**src/rtl/ndiv_slide_pkg.sv**
```systemverilog
package ndiv_slide_pkg;

  localparam int REF_W = 16;

  typedef enum logic [1:0] {
    ST_IDLE = 2'd0,
    ST_SLOW = 2'd1,
    ST_WRN  = 2'd2,
    ST_POLL = 2'd3
  } slide_st_e;

  typedef struct packed {
    logic       ok;
    logic [7:0] a;
    logic [7:0] b;
  } ramp_step_t;

  // Ramp step sizes depend on the reference frequency (kHz).
  function automatic ramp_step_t step_for_ref(input logic [REF_W-1:0] ref_khz);
    ramp_step_t r;
    r = '0;
    case (ref_khz)
      16'd12000, 16'd12800, 16'd13000: r = '{ok: 1'b1, a: 8'h2B, b: 8'h0B};
      16'd19200:                       r = '{ok: 1'b1, a: 8'h12, b: 8'h08};
      16'd38400:                       r = '{ok: 1'b1, a: 8'h04, b: 8'h05};
      default:                         r = '0;
    endcase
    return r;
  endfunction

endpackage

```
**src/rtl/ndiv_sync2.sv**
```systemverilog
module ndiv_sync2 (
  input  logic clk,
  input  logic rst_n,
  input  logic d,
  output logic q
);
  logic s1;
  always_ff @(posedge clk) begin
    if (!rst_n) begin
      s1 <= 1'b0;
      q  <= 1'b0;
    end else begin
      s1 <= d;
      q  <= s1;
    end
  end
endmodule

```
**src/rtl/ndiv_us_timer.sv**
```systemverilog
module ndiv_us_timer #(
  parameter int LIMIT = 500
) (
  input  logic clk,
  input  logic rst_n,
  input  logic clr,
  input  logic run,
  input  logic tick,
  output logic expired
);
  localparam int CW = $clog2(LIMIT + 1);
  localparam logic [CW-1:0] LIM = CW'(LIMIT);

  logic [CW-1:0] cnt;

  always_ff @(posedge clk) begin
    if (!rst_n)                         cnt <= '0;
    else if (clr)                       cnt <= '0;
    else if (run && tick && cnt != LIM) cnt <= cnt + 1'b1;
  end

  assign expired = (cnt == LIM);

  AST_EXPIRE_STICKY: assert property (@(posedge clk) disable iff (!rst_n)
    expired && !clr |=> expired);
endmodule

```
**src/rtl/ndiv_slide_ctrl.sv**
```systemverilog
module ndiv_slide_ctrl
  import ndiv_slide_pkg::*;
#(
  parameter int N_W        = 8,
  parameter int TIMEOUT_US = 500
) (
  input  logic             clk,
  input  logic             rst_n,
  input  logic             req,
  input  logic [N_W-1:0]   req_n,
  input  logic [N_W-1:0]   cur_n,
  input  logic             us_tick,
  input  logic             ramp_done_raw,
  input  logic [REF_W-1:0] ref_khz,
  output logic             slowdown_en,
  output logic             ramp_en,
  output logic             n_wr,
  output logic [N_W-1:0]   n_wr_data,
  output logic             busy,
  output logic             done,
  output logic             timeout_err,
  output logic [7:0]       step_a,
  output logic [7:0]       step_b,
  output logic             ref_err
);

  slide_st_e      st;
  logic [N_W-1:0] tgt;
  logic           done_s;
  logic           expired;

  // Named events for the assertions
  logic ev_noop, ev_accept, ev_ok, ev_tmo;
  assign ev_noop   = (st == ST_IDLE) && req && (req_n == cur_n);
  assign ev_accept = (st == ST_IDLE) && req && (req_n != cur_n);
  assign ev_ok     = (st == ST_POLL) && done_s;
  assign ev_tmo    = (st == ST_POLL) && !done_s && expired;

  ndiv_sync2 u_sync (
    .clk   (clk),
    .rst_n (rst_n),
    .d     (ramp_done_raw),
    .q     (done_s)
  );

  ndiv_us_timer #(.LIMIT(TIMEOUT_US)) u_timer (
    .clk     (clk),
    .rst_n   (rst_n),
    .clr     (st != ST_POLL),
    .run     (st == ST_POLL),
    .tick    (us_tick),
    .expired (expired)
  );

  always_ff @(posedge clk) begin
    if (!rst_n) begin
      st          <= ST_IDLE;
      tgt         <= '0;
      slowdown_en <= 1'b0;
      ramp_en     <= 1'b0;
      n_wr        <= 1'b0;
      n_wr_data   <= '0;
      busy        <= 1'b0;
      done        <= 1'b0;
      timeout_err <= 1'b0;
    end else begin
      done <= 1'b0;
      n_wr <= 1'b0;
      unique case (st)
        ST_IDLE: begin
          if (ev_noop) begin
            done        <= 1'b1;
            timeout_err <= 1'b0;
          end else if (ev_accept) begin
            tgt         <= req_n;
            slowdown_en <= 1'b1;
            busy        <= 1'b1;
            timeout_err <= 1'b0;
            st          <= ST_SLOW;
          end
        end
        ST_SLOW: begin
          n_wr      <= 1'b1;
          n_wr_data <= tgt;
          st        <= ST_WRN;
        end
        ST_WRN: begin
          ramp_en <= 1'b1;
          st      <= ST_POLL;
        end
        ST_POLL: begin
          if (ev_ok || ev_tmo) begin
            slowdown_en <= 1'b0;
            ramp_en     <= 1'b0;
            busy        <= 1'b0;
            done        <= ev_ok;
            timeout_err <= ev_tmo;
            st          <= ST_IDLE;
          end
        end
        default: st <= ST_IDLE;
      endcase
    end
  end

  // Step size lookup, registered
  ramp_step_t stp;
  assign stp = step_for_ref(ref_khz);

  always_ff @(posedge clk) begin
    if (!rst_n) begin
      step_a  <= '0;
      step_b  <= '0;
      ref_err <= 1'b0;
    end else begin
      step_a  <= stp.a;
      step_b  <= stp.b;
      ref_err <= !stp.ok;
    end
  end

  AST_NOOP_QUIET: assert property (@(posedge clk) disable iff (!rst_n)
    ev_noop |=> done && !slowdown_en && !busy && !n_wr);
  AST_WR_IN_SLOWDOWN: assert property (@(posedge clk) disable iff (!rst_n)
    n_wr |-> slowdown_en && !ramp_en);
  AST_RAMP_AFTER_WR: assert property (@(posedge clk) disable iff (!rst_n)
    $rose(ramp_en) |-> $past(n_wr) && slowdown_en);
  AST_JOINT_RELEASE: assert property (@(posedge clk) disable iff (!rst_n)
    $fell(slowdown_en) |-> $fell(ramp_en));
  AST_TMO_NO_DONE: assert property (@(posedge clk) disable iff (!rst_n)
    ev_tmo |=> timeout_err && !done && !ramp_en);
  AST_ERR_HOLD: assert property (@(posedge clk) disable iff (!rst_n)
    timeout_err && !req |=> timeout_err);
  AST_BUSY_IGNORE: assert property (@(posedge clk) disable iff (!rst_n)
    (st == ST_POLL) |=> $stable(n_wr_data) && !n_wr);

endmodule

```
**config.mk**
```make
export PLATFORM = sky130hd
export DESIGN_NAME = ndiv_slide_ctrl
export DESIGN_NICKNAME = d
export VERILOG_FILES = /design/src/rtl/ndiv_slide_pkg.sv /design/src/rtl/ndiv_sync2.sv /design/src/rtl/ndiv_us_timer.sv /design/src/rtl/ndiv_slide_ctrl.sv
export SDC_FILE = /design/constraint.sdc
export NUM_CORES = 1
export LEC_CHECK = 0
export BUFFER_PORTS_ARGS = -buffer_cell sky130_fd_sc_hd__buf_2
export CAP_MARGIN = 15
export CORE_MARGIN = 3
export CORE_UTILIZATION = 49
export DETAILED_ROUTE_END_ITERATION = 16
export GPL_TIMING_DRIVEN = 0
export PLACE_DENSITY = 0.79
export SYNTH_ARGS = -nofsm -noshare
export SYNTH_HDL_FRONTEND = slang
export SYNTH_SLANG_ARGS = --single-unit
```
**constraint.sdc**
```tcl
create_clock -name clk -period 1.8 [get_ports clk]
set_input_delay 0 -clock clk [delete_from_list [all_inputs] [get_ports clk]]
set_output_delay 0 -clock clk [all_outputs]
set_load 0.02 [all_outputs]
```
==> summary.md, run 1 <==
| Metric | Value |
|---|---|
| Placer Congestion | 0.799 |
| WL/cell | 11.6 µm |
| Seq cells post-synth | 40 |
| Critical path type | reg -> reg |
| Fin crit share | 0.879 |
| Total negative slack | 0 ns |
| Syn-to-layout area delta | 25.8% |
| Synth Area in XOR/XNOR | 0.0730 |
| Clk pwr share | 0.248 |
| Number of fill cells | 331 |
| Netlist cell types | 34 |
| Core area | 0.00372 mm² |
| Clk buf depth | 2 |
| First drt pass iteration count | 7 |
| Critical Path RT | 1.97 ns |
| Mux contribution to synthesized area | 0.0991 |
| Max transition margin | 0.567 |
| Share of cells above drive strength 1 | 0.309 |
| FP Rows | 22 |
| Vias per inst | 4.79 |
| Crit Path Max Fanout | 8 |
| Final setup fails | 0 |
| Antenna Nets Post-Route | 0 |
| Initial antenna violation count | 0 |
| CTS sink cnt | 40 |
| RSZ-0062 raised after global routing | false |
| Max-Cap Viols | 0 |
| # IOs | 68 |
| Ys Warns | 0 |
| Global-route wire length before repair | 5920 µm |
| Fmax | 0.632 GHz |
| Vias in the first global route | 1468 |
| Worst-Margin Slew | 0.649 ns |
| Largest family of logic cells by synthesized area | simple AND/OR/NAND/NOR gates |
| Crit path DAT | 1.75 ns |
| Reg power frac | 0.438 |
| Post-Syn Area | 0.00192 mm² |
| Crit path capture type | flop |
| Residual DRC | 0 |
| Syn Area/Cell | 9.45 µm² |
| Leakage power | 1.09 nW |
| Mapped Cells | 203 |
| Setup crit start kind | flop |
| Final hold vios | 0 |
| Slew Viols, Final | 0 |
| Combinational share of power | 0.314 |
| Final Util | 0.650 |
| Grt ovf | 0 |
| Adder-Cell Fraction of Synth Area | 0.0456 |
| Worst Skew | 0.00464 ns |
| Clk Latency, worst-skew pair | 0.29 ns |
| Hpwl dp | 2950 µm |
| Cts bufs inserted | 5 |
| Simple logic cell fraction of the synthesized area | 0.239 |
| GR Util All Layers | 0.170 |
| Port Buf Inserts | 60 |
| DRT iter0 DRCs | 42 |
| Commonest non-fill, non-tap cell in the layout | buf_2 |
| H-tree Lvls | 2 |
| Largest net degree at the start of global routing | 13 |
| Starting density of the core | 0.516 |
| Via count | 1560 |
| Die H | 68.6 µm |
| Die area | 0.00470 mm² |
| Power Density | 992 mW/mm² |
| Sw frac | 0.316 |
| Worst vdd ir | 0.651 mV |
| Most frequent cells in the layout | buf_2, dfxtp_1, nor2b_1 |
| Clk slew on worst S/H paths | 0.07 ns |
| Final wirelength | 3790 µm |
| P_sw | 0.758 mW |
| Final nets | 321 |
| Status | complete, no violations |
| Fin crit period | 1.58 ns |
| Register area share after synthesis | 0.417 |
| Worst Hold Class | in -> reg |
| Die X | 68.6 µm |
| Diode count | 0 |
| Root Buffer | clkbuf_8 |
| CTS tree | done |
| Post-synthesis compound-gate area fraction | 0.0554 |
| Int Pwr | 1.64 mW |
==> critical path, cell delays in order (launching register included) <==
cell and delay (ns):
dfxtp_1 0.38, ha_1 0.32, and3_2 0.23, and3_1 0.19, and3_1 0.18, xnor2_1 0.12, nor2_1 0.05
==> cells in the mapped netlist (all sizes together) <==
master    n  area (µm²)
xor2      4        35.0
o21a      2        15.0
buf      13        97.6
o31ai     1        7.51
dfxtp    40         801
nand2b    2        12.5
a21oi     5        25.0
and2      6        37.5
xnor2    12         105
o211a     1        10.0
and3      6        38.8
ha        7        87.6
nand4     3        18.8
and4      1        11.3
o21ai     2        10.0
and4b     2        21.3
conb      1        3.75
nor4b     1        8.76
a32oi     1        8.76
nand2    12        45.0
nand3     4        20.0
inv       4        15.0
mux2i    19         190
o2111ai   1        8.76
nor3      4        20.0
nor2b    22         138
a221o     1        11.3
nor2     16        60.1
a32o      1        10.0
nor4      2        12.5
nor3b     2        15.0
clkbuf    5        18.8
==> registers in the layout (all words and copies together), names as in the netlist <==
| name | cells |
|---|---|
| step_b | 1 |
| tgt | 8 |
| n_wr_data | 8 |
| step_a | 4 |
| u_sync.s1 | 1 |
| u_timer.cnt | 9 |
| n_wr | 1 |
| ramp_en | 1 |
| ref_err | 1 |
| st | 2 |
| u_sync.q | 1 |
| done | 1 |
| timeout_err | 1 |
| busy | 1 |
==> layout make-up <==
class,count,area (µm²),area share
Multi-Input combinational cell,146,1010,0.418
Sequential cell,40,801,0.332
Timing Repair Buffer,62,320,0.133
Buffer,18,116,0.0482
Clock buffer,6,82.6,0.0342
Tap cell,48,60.1,0.0249
Inverter,4,15.0,0.00622
Clock inverter,2,10.0,0.00415
==> worst paths after layout <==
kind	start	to	slack [ns]	cells past startpoint
worst max-delay path	st[0]	u_timer.cnt[7]	0.22	6
worst max register to register	st[0]	u_timer.cnt[7]	0.22	6
worst min register to register	u_sync.s1	u_sync.q	0.44	1
worst min-delay path	req_n[6]	tgt[6]	0.004	3
==> metrics by stage <==
step | instance area, µm² | total power [mW] | setup WS [ns] | hold slack [ns] | cells
after floorplan | 1940 | 1.62 | 0.311 | 0.127 | 208
after global placement | 2300 | 1.80 | 0.164 | 0.207 | 316
after detailed placement | 2300 | 1.83 | 0.121 | 0.211 | 316
after CTS | 2410 | 2.43 | 0.105 | 0.00354 | 326
after global routing | 2410 | 2.55 | 0.122 | 0.0264 | 326
final | 2410 | 2.40 | 0.218 | 0.00440 | 326
==> power groups by stage <==
stage / clock (mW) / sequential [mW] / combinational, mW
floorplan: 0 / 1.11 / 0.504
global placement: 0 / 1.06 / 0.737
detailed placement: 0 / 1.07 / 0.754
CTS: 0.619 / 1.05 / 0.761
finish: 0.593 / 1.05 / 0.752
global route: 0.655 / 1.06 / 0.832
==> per-layer routing <==
| metal | up-vias | routed length, µm | GRT usage |
|---|---|---|---|
| li1 | 811 | - | - |
| met1 | 699 | 1630 | 0.174 |
| met2 | 45 | 1820 | 0.318 |
| met3 | 5 | 282 | 0.0470 |
| met4 | 0 | 64 | 0.0744 |
| met5 | - | 0 | 0 |
==> timing repair <==
action                                  4_1_cts  5_1_grt
endpoints found under the setup margin        0        1
gates resized for setup                       0        1
hold buffers                                  2        0
buffers inserted                              0        0
endpoints found under the hold margin         2        0
==> logic make-up (layout without fill, tap and decap cells) <==
logic type	Yosys count	count (layout)
AND/OR/NAND/NOR	83	83
XOR/XNOR	16	16
AO/OA/AOI/OAI	15	15
flip-flops	40	40
buffers and inverters	22	92
multiplexers	19	19
adder cells (fa/ha/maj)	7	7
other	1	6
Note: power is estimated with default switching activity, not from simulation.
==> inputs of run 2 (changes only) <==
Settings changed: SYNTH_HIERARCHICAL set to 1.
==> run 2 against run 1 <==
Net effect: clock skew grew 0.0060 ns; first-iteration DRC count shrank 4.8%; utilization grew 4.9 points; sequential cell count is the same; wire length grew 18%; cell area grew 8.3%; combinational power grew 17%; maximum frequency shrank 9.8%; critical path type unchanged; critical endpoint is now st[0].
==> summary.md, run 2 <==
| Metric | Value |
|---|---|
| Post-synthesis compound-gate area fraction | 0.0937 |
| Root Buffer | clkbuf_8 |
| Crit path capture type | flop |
| Cts bufs inserted | 5 |
| Fmax | 0.570 GHz |
| Synth area leaders | dfxtp_1, mux2i_1, buf_4, nor2_1, ha_1 |
| Seq cells post-synth | 40 |
| Syn-to-layout area delta | 34.1% |
| Vias per inst | 5.07 |
| Worst Skew | 0.0107 ns |
| WHS Path Cells | 4 |
| Diode count | 0 |
| Setup crit start kind | flop |
| First drt pass iteration count | 4 |
| Final nets | 344 |
| GR Util All Layers | 0.188 |
| Port Buf Inserts | 61 |
| Most common cell in the netlist | dfxtp_1 |
| Grt ovf | 0 |
| Commonest non-fill, non-tap cell in the layout | buf_2 |
| Post-Syn Area | 0.00195 mm² |
| Fin crit share | 0.975 |
| Dpl cell area | 0.00233 mm² |
| Die area | 0.00477 mm² |
| Via count | 1776 |
| Critical Path RT | 1.98 ns |
| Worst vdd ir | 0.996 mV |
| FP Rows | 22 |
| Worst Hold Class | in -> reg |
| Register area share after synthesis | 0.411 |
| Post-synth EDFFs | 0 |
| Clk Latency, worst-skew pair | 0.29 ns |
| DRT iter0 DRCs | 40 |
| Final hold vios | 0 |
| CTS tree | done |
| Clk slew on worst S/H paths | 0.08 ns |
| Share of cells above drive strength 1 | 0.321 |
| Power Total | 2.71 mW |
| Global-route wire length before repair | 7370 µm |
| FFs w/ async S/R, synth | 0 |
| Die H | 69.1 µm |
| Adder-Cell Fraction of Synth Area | 0.0385 |
| Syn Area/Cell | 9.02 µm² |
| Hpwl dp | 3210 µm |
| Core area | 0.00374 mm² |
| Placer Congestion | 0.829 |
| # IOs | 68 |
| Mapped Cells | 216 |
| Mux contribution to synthesized area | 0.108 |
| Netlist cell types | 42 |
| CTS sink cnt | 40 |
| Final wirelength | 4460 µm |
| Final Util | 0.699 |
| Setup WS post-layout | 0.0456 ns |
| Max-Cap Viols | 0 |
| Yosys top cell area share | 0.411 |
| Vias in the first global route | 1724 |
| Synth Area in XOR/XNOR | 0.0359 |
| Largest net degree at the start of global routing | 14 |
| Status | complete, no violations |
| Max FFs per register | 9 |
| Worst Reg-to-Reg Cells | 8 |
| Fin crit period | 1.75 ns |
| WL/cell | 12.7 µm |
| Simple logic cell fraction of the synthesized area | 0.230 |
| Largest family of logic cells by synthesized area | simple AND/OR/NAND/NOR gates |
| Slew Viols, Final | 0 |
| Biggest regs | u_timer/cnt (9), n_wr_data (8), tgt (8) |
| Die X | 69.1 µm |
| Top FF cell, synth | dfxtp_1 |
| Final setup fails | 0 |
| Clk buf depth | 2 |
| Ys Warns | 6 |
| Starting density of the core | 0.521 |
| Crit path DAT | 1.93 ns |
| Final Instance Area | 0.00262 mm² |
| Most frequent cells in the layout | buf_2, dfxtp_1, nor2_1 |
| Pre-CTS setup slack | -0.0110 ns |
| Initial antenna violation count | 0 |
| Leakage power | 1.15 nW |
| H-tree Lvls | 2 |
| Total negative slack | 0 ns |
| Max transition margin | 0.583 |
| Antenna Nets Post-Route | 0 |
| Top reg by flops | u_timer/cnt |
| Residual DRC | 0 |
| Largest area contributor in the netlist | dfxtp_1 |
| Critical path type | reg -> reg |
| Power Density | 1040 mW/mm² |
| Number of fill cells | 308 |
| Top cells by count, synth | dfxtp_1, nor2_1, mux2i_1 |
| Crit Path Max Fanout | 4 |
| Worst-Margin Slew | 0.626 ns |
==> run 2: changes by cell type after synthesis, moves of 3 or more <==
cell	delta
xnor2_1	-12
nand2_1	+7
o21ai_0	+3
nor2b_1	-21
nand3_1	+3
xor2_1	+4
and3_1	-3
a21oi_1	+4
inv_1	+7
nor2_1	+8
==> run 2: layer usage <==
layer	global-route usage	share of wire	vias up
met5	0	0	-
met4	0.0629	0.011	0
met3	0.0583	0.051	7
met2	0.340	0.52	45
met1	0.205	0.42	820
li1	-	-	904
==> run 2: power by group <==
part	internal, mW	switching (mW)
Combinational	0.396	0.487
Sequential	0.986	0.0699
Clock	0.453	0.320
Total	1.84	0.877
==> run 2: kinds of logic after synthesis <==
group	Yosys count
compound gates	27
flops	40
other cells	1
xor+xnor	8
simple gates	85
fa+ha+maj	6
buf+inv	28
mux	21
==> run 2: timing repair <==
action	4_1_cts	5_1_grt
setup endpoints to repair	2	3
resized for setup	1	10
setup buffers	0	0
hold buffers	12	0
pin swaps	1	2
endpoints found under the hold margin	11	0
==> run 2: worst max-delay path, stage by stage (launching register included) <==
cell	delay, ns
dfxtp_4	0.37
inv_1	0.05
ha_1	0.19
and4b_1	0.23
and2_4	0.18
nor2_2	0.16
nand2_2	0.12
a311oi_2	0.28
a211oi_1	0.08
==> run 2: area by class of cell <==
type	instances	area [µm²]	share of cell area
Multi-Input combinational cell	153	1040	0.400
Inverter	11	41.3	0.0158
Clock inverter	2	38.8	0.0148
Clock buffer	6	82.6	0.0316
Sequential cell	40	806	0.308
Tap cell	48	60.1	0.0230
Timing Repair Buffer	73	425	0.163
Buffer	17	116	0.0445
==> run 2: stage by stage <==
step | hold WS [ns] | instances
floorplan | 0.119 | 221
global placement | 0.206 | 330
detailed placement | 0.215 | 330
CTS | 0.0153 | 350
global route | 0.0454 | 350
finish | 0.0373 | 350
==> run 2: worst paths after layout <==
path                            slack, ns        end            from
worst min-delay path                 0.04  step_b[0]      ref_khz[4]
worst max register to register       0.05      st[0]  u_timer/cnt[0]
worst min register to register       0.43   u_sync/q       u_sync/s1
worst max-delay path                 0.05      st[0]  u_timer/cnt[0]
==> inputs of run 3 (changes only) <==
Settings changed: RECOVER_POWER set to 50.
==> run 3 against run 2 <==
Net effect: die area unchanged; utilization down 1.0 points; sequential cell count unchanged; count of clock-buffer cells in the layout unchanged; total power down 0.49%; cell count unchanged; largest cell class unchanged; largest power group unchanged.
==> summary.md, run 3 (same netlist as run 2, synthesis figures left out) <==
| Metric | Value |
|---|---|
| Most frequent cells in the layout | dfxtp_1, buf_2, clkbuf_1 |
| P_sw | 0.878 mW |
| Setup repair bufs after CTS | 0 |
| Clk slew on worst S/H paths | 0.08 ns |
| WHS Path Cells | 4 |
| Largest net degree at the start of global routing | 14 |
| Root Buffer | clkbuf_8 |
| First drt pass iteration count | 4 |
| Register area | 806 µm² |
| Multi-input gate area | 0.00104 mm² |
| Worst Reg-to-Reg Cells | 8 |
| Biggest regs | u_timer/cnt (9), n_wr_data (8), tgt (8) |
| Vias per inst | 5.02 |
| Vias in the first global route | 1724 |
| Hpwl dp | 3210 µm |
| Final Instance Area | 0.00258 mm² |
| Die H | 69.1 µm |
| Inst Count DP | 330 |
| Sw frac | 0.325 |
| Antenna Nets Post-Route | 0 |
| Dpl cell area | 0.00233 mm² |
| Worst Hold Class | in -> reg |
| Crit path DAT | 1.94 ns |
| Fmax | 0.569 GHz |
| Power Density | 1050 mW/mm² |
| Final setup fails | 0 |
| Crit path capture type | flop |
| Final wirelength | 4450 µm |
| # IOs | 68 |
| Fin cells | 350 |
| Fin crit period | 1.76 ns |
| Residual DRC | 0 |
| Leakage power | 1.04 nW |
| Die area | 0.00477 mm² |
| Share of cells above drive strength 1 | 0.232 |
| Placer Congestion | 0.829 |
| GR Util All Layers | 0.188 |
| CTS tree | done |
| DRT iter0 DRCs | 38 |
| Int Pwr | 1.82 mW |
| Setup crit start kind | flop |
| Grt ovf | 0 |
| Critical Path RT | 1.98 ns |
| Clk pwr share | 0.286 |
| Crit Path Max Fanout | 4 |
| Total negative slack | 0 ns |
| Setup WS post-layout | 0.0430 ns |
| CTS sink cnt | 40 |
| Worst vdd ir | 0.993 mV |
| Pre-CTS setup slack | -0.0110 ns |
| Worst-Margin Slew | 0.629 ns |
| Reg power frac | 0.391 |
| Commonest non-fill, non-tap cell in the layout | dfxtp_1 |
| Starting density of the core | 0.521 |
| Number of fill cells | 323 |
| Critical path type | reg -> reg |
| Clk buf depth | 2 |
| Worst Skew | 0.00800 ns |
| Fin crit share | 0.976 |
| FP Rows | 22 |
| Status | complete, no violations |
| Syn-to-layout area delta | 32.2% |
| Global-route wire length before repair | 7370 µm |
| Core area | 0.00374 mm² |
| Combinational share of power | 0.323 |
| Initial antenna violation count | 0 |
| Final hold vios | 0 |
| Cts bufs inserted | 5 |
| Max transition margin | 0.581 |
| Clk Latency, worst-skew pair | 0.29 ns |
| Top reg by flops | u_timer/cnt |
| Port Buf Inserts | 61 |
| Final nets | 344 |
| Diode count | 0 |
| Die X | 69.1 µm |
| Max FFs per register | 9 |
| WL/cell | 12.7 µm |
| H-tree Lvls | 2 |
| Max-Cap Viols | 0 |
| Slew Viols, Final | 0 |
| Via count | 1756 |
-- run 3: changes by cell type in the layout (fill, tap and decap cells not counted), sizes merged --
cell,change
buf,-26
clkbuf,+26
-- run 3: timing repair --
item / 4_1_cts / 5_1_grt
pin swaps: 1 / 2
endpoints found under the hold margin: 11 / 0
setup endpoints to repair: 2 / 3
gates resized for setup: 1 / 10
hold buffers: 12 / 0
-- run 3: per-stage QoR --
| step | total power [mW] | hold WS (ns) | util |
|---|---|---|---|
| CTS | 2.70 | 0.0153 | 0.690 |
| global route | 2.84 | 0.0454 | 0.689 |
| finish | 2.70 | 0.0275 | 0.689 |
| global placement | 1.87 | 0.206 | 0.623 |
| floorplan | 1.68 | 0.119 | - |
| detailed placement | 1.89 | 0.215 | 0.623 |
-- run 3: area by class of cell --
| class | instances | area share |
|---|---|---|
| multi-input cells | 153 | 0.403 |
| flip-flops and latches | 40 | 0.313 |
| repair buffers | 73 | 0.152 |
| plain buffers | 17 | 0.0451 |
| clock buffers | 6 | 0.0320 |
| well taps | 48 | 0.0233 |
| inverters | 11 | 0.0160 |
| clock inverters | 2 | 0.0150 |
-- run 3: worst paths after layout --
check | startpoint | end | slack (ns)
max | u_timer/cnt[0] | st[0] | 0.04
min | ref_khz[4] | step_b[0] | 0.03
max reg2reg | u_timer/cnt[0] | st[0] | 0.04
min reg2reg | u_sync/s1 | u_sync/q | 0.43
-- run 3: metal layers --
metal	GRT usage	vias up	part of all wire
li1	-	901	-
met1	0.205	806	0.42
met2	0.340	42	0.52
met3	0.0583	7	0.050
met4	0.0629	0	0.011
met5	0	-	0
-- run 3: power by group through the flow --
stage	Combinational (mW)	Sequential, mW	Clock (mW)
finish	0.871	1.06	0.772
global route	0.955	1.07	0.818
CTS	0.849	1.06	0.791
detailed placement	0.819	1.07	0
global placement	0.799	1.07	0
floorplan	0.565	1.11	0
-- run 3: worst max-delay path, stage by stage, from the launching register on --
cell and delay, ns:
dfxtp_4 0.37, inv_1 0.05, ha_1 0.19, and4b_1 0.23, and2_4 0.18, nor2_2 0.16, nand2_2 0.12, a311oi_2 0.28
a211oi_1 0.08
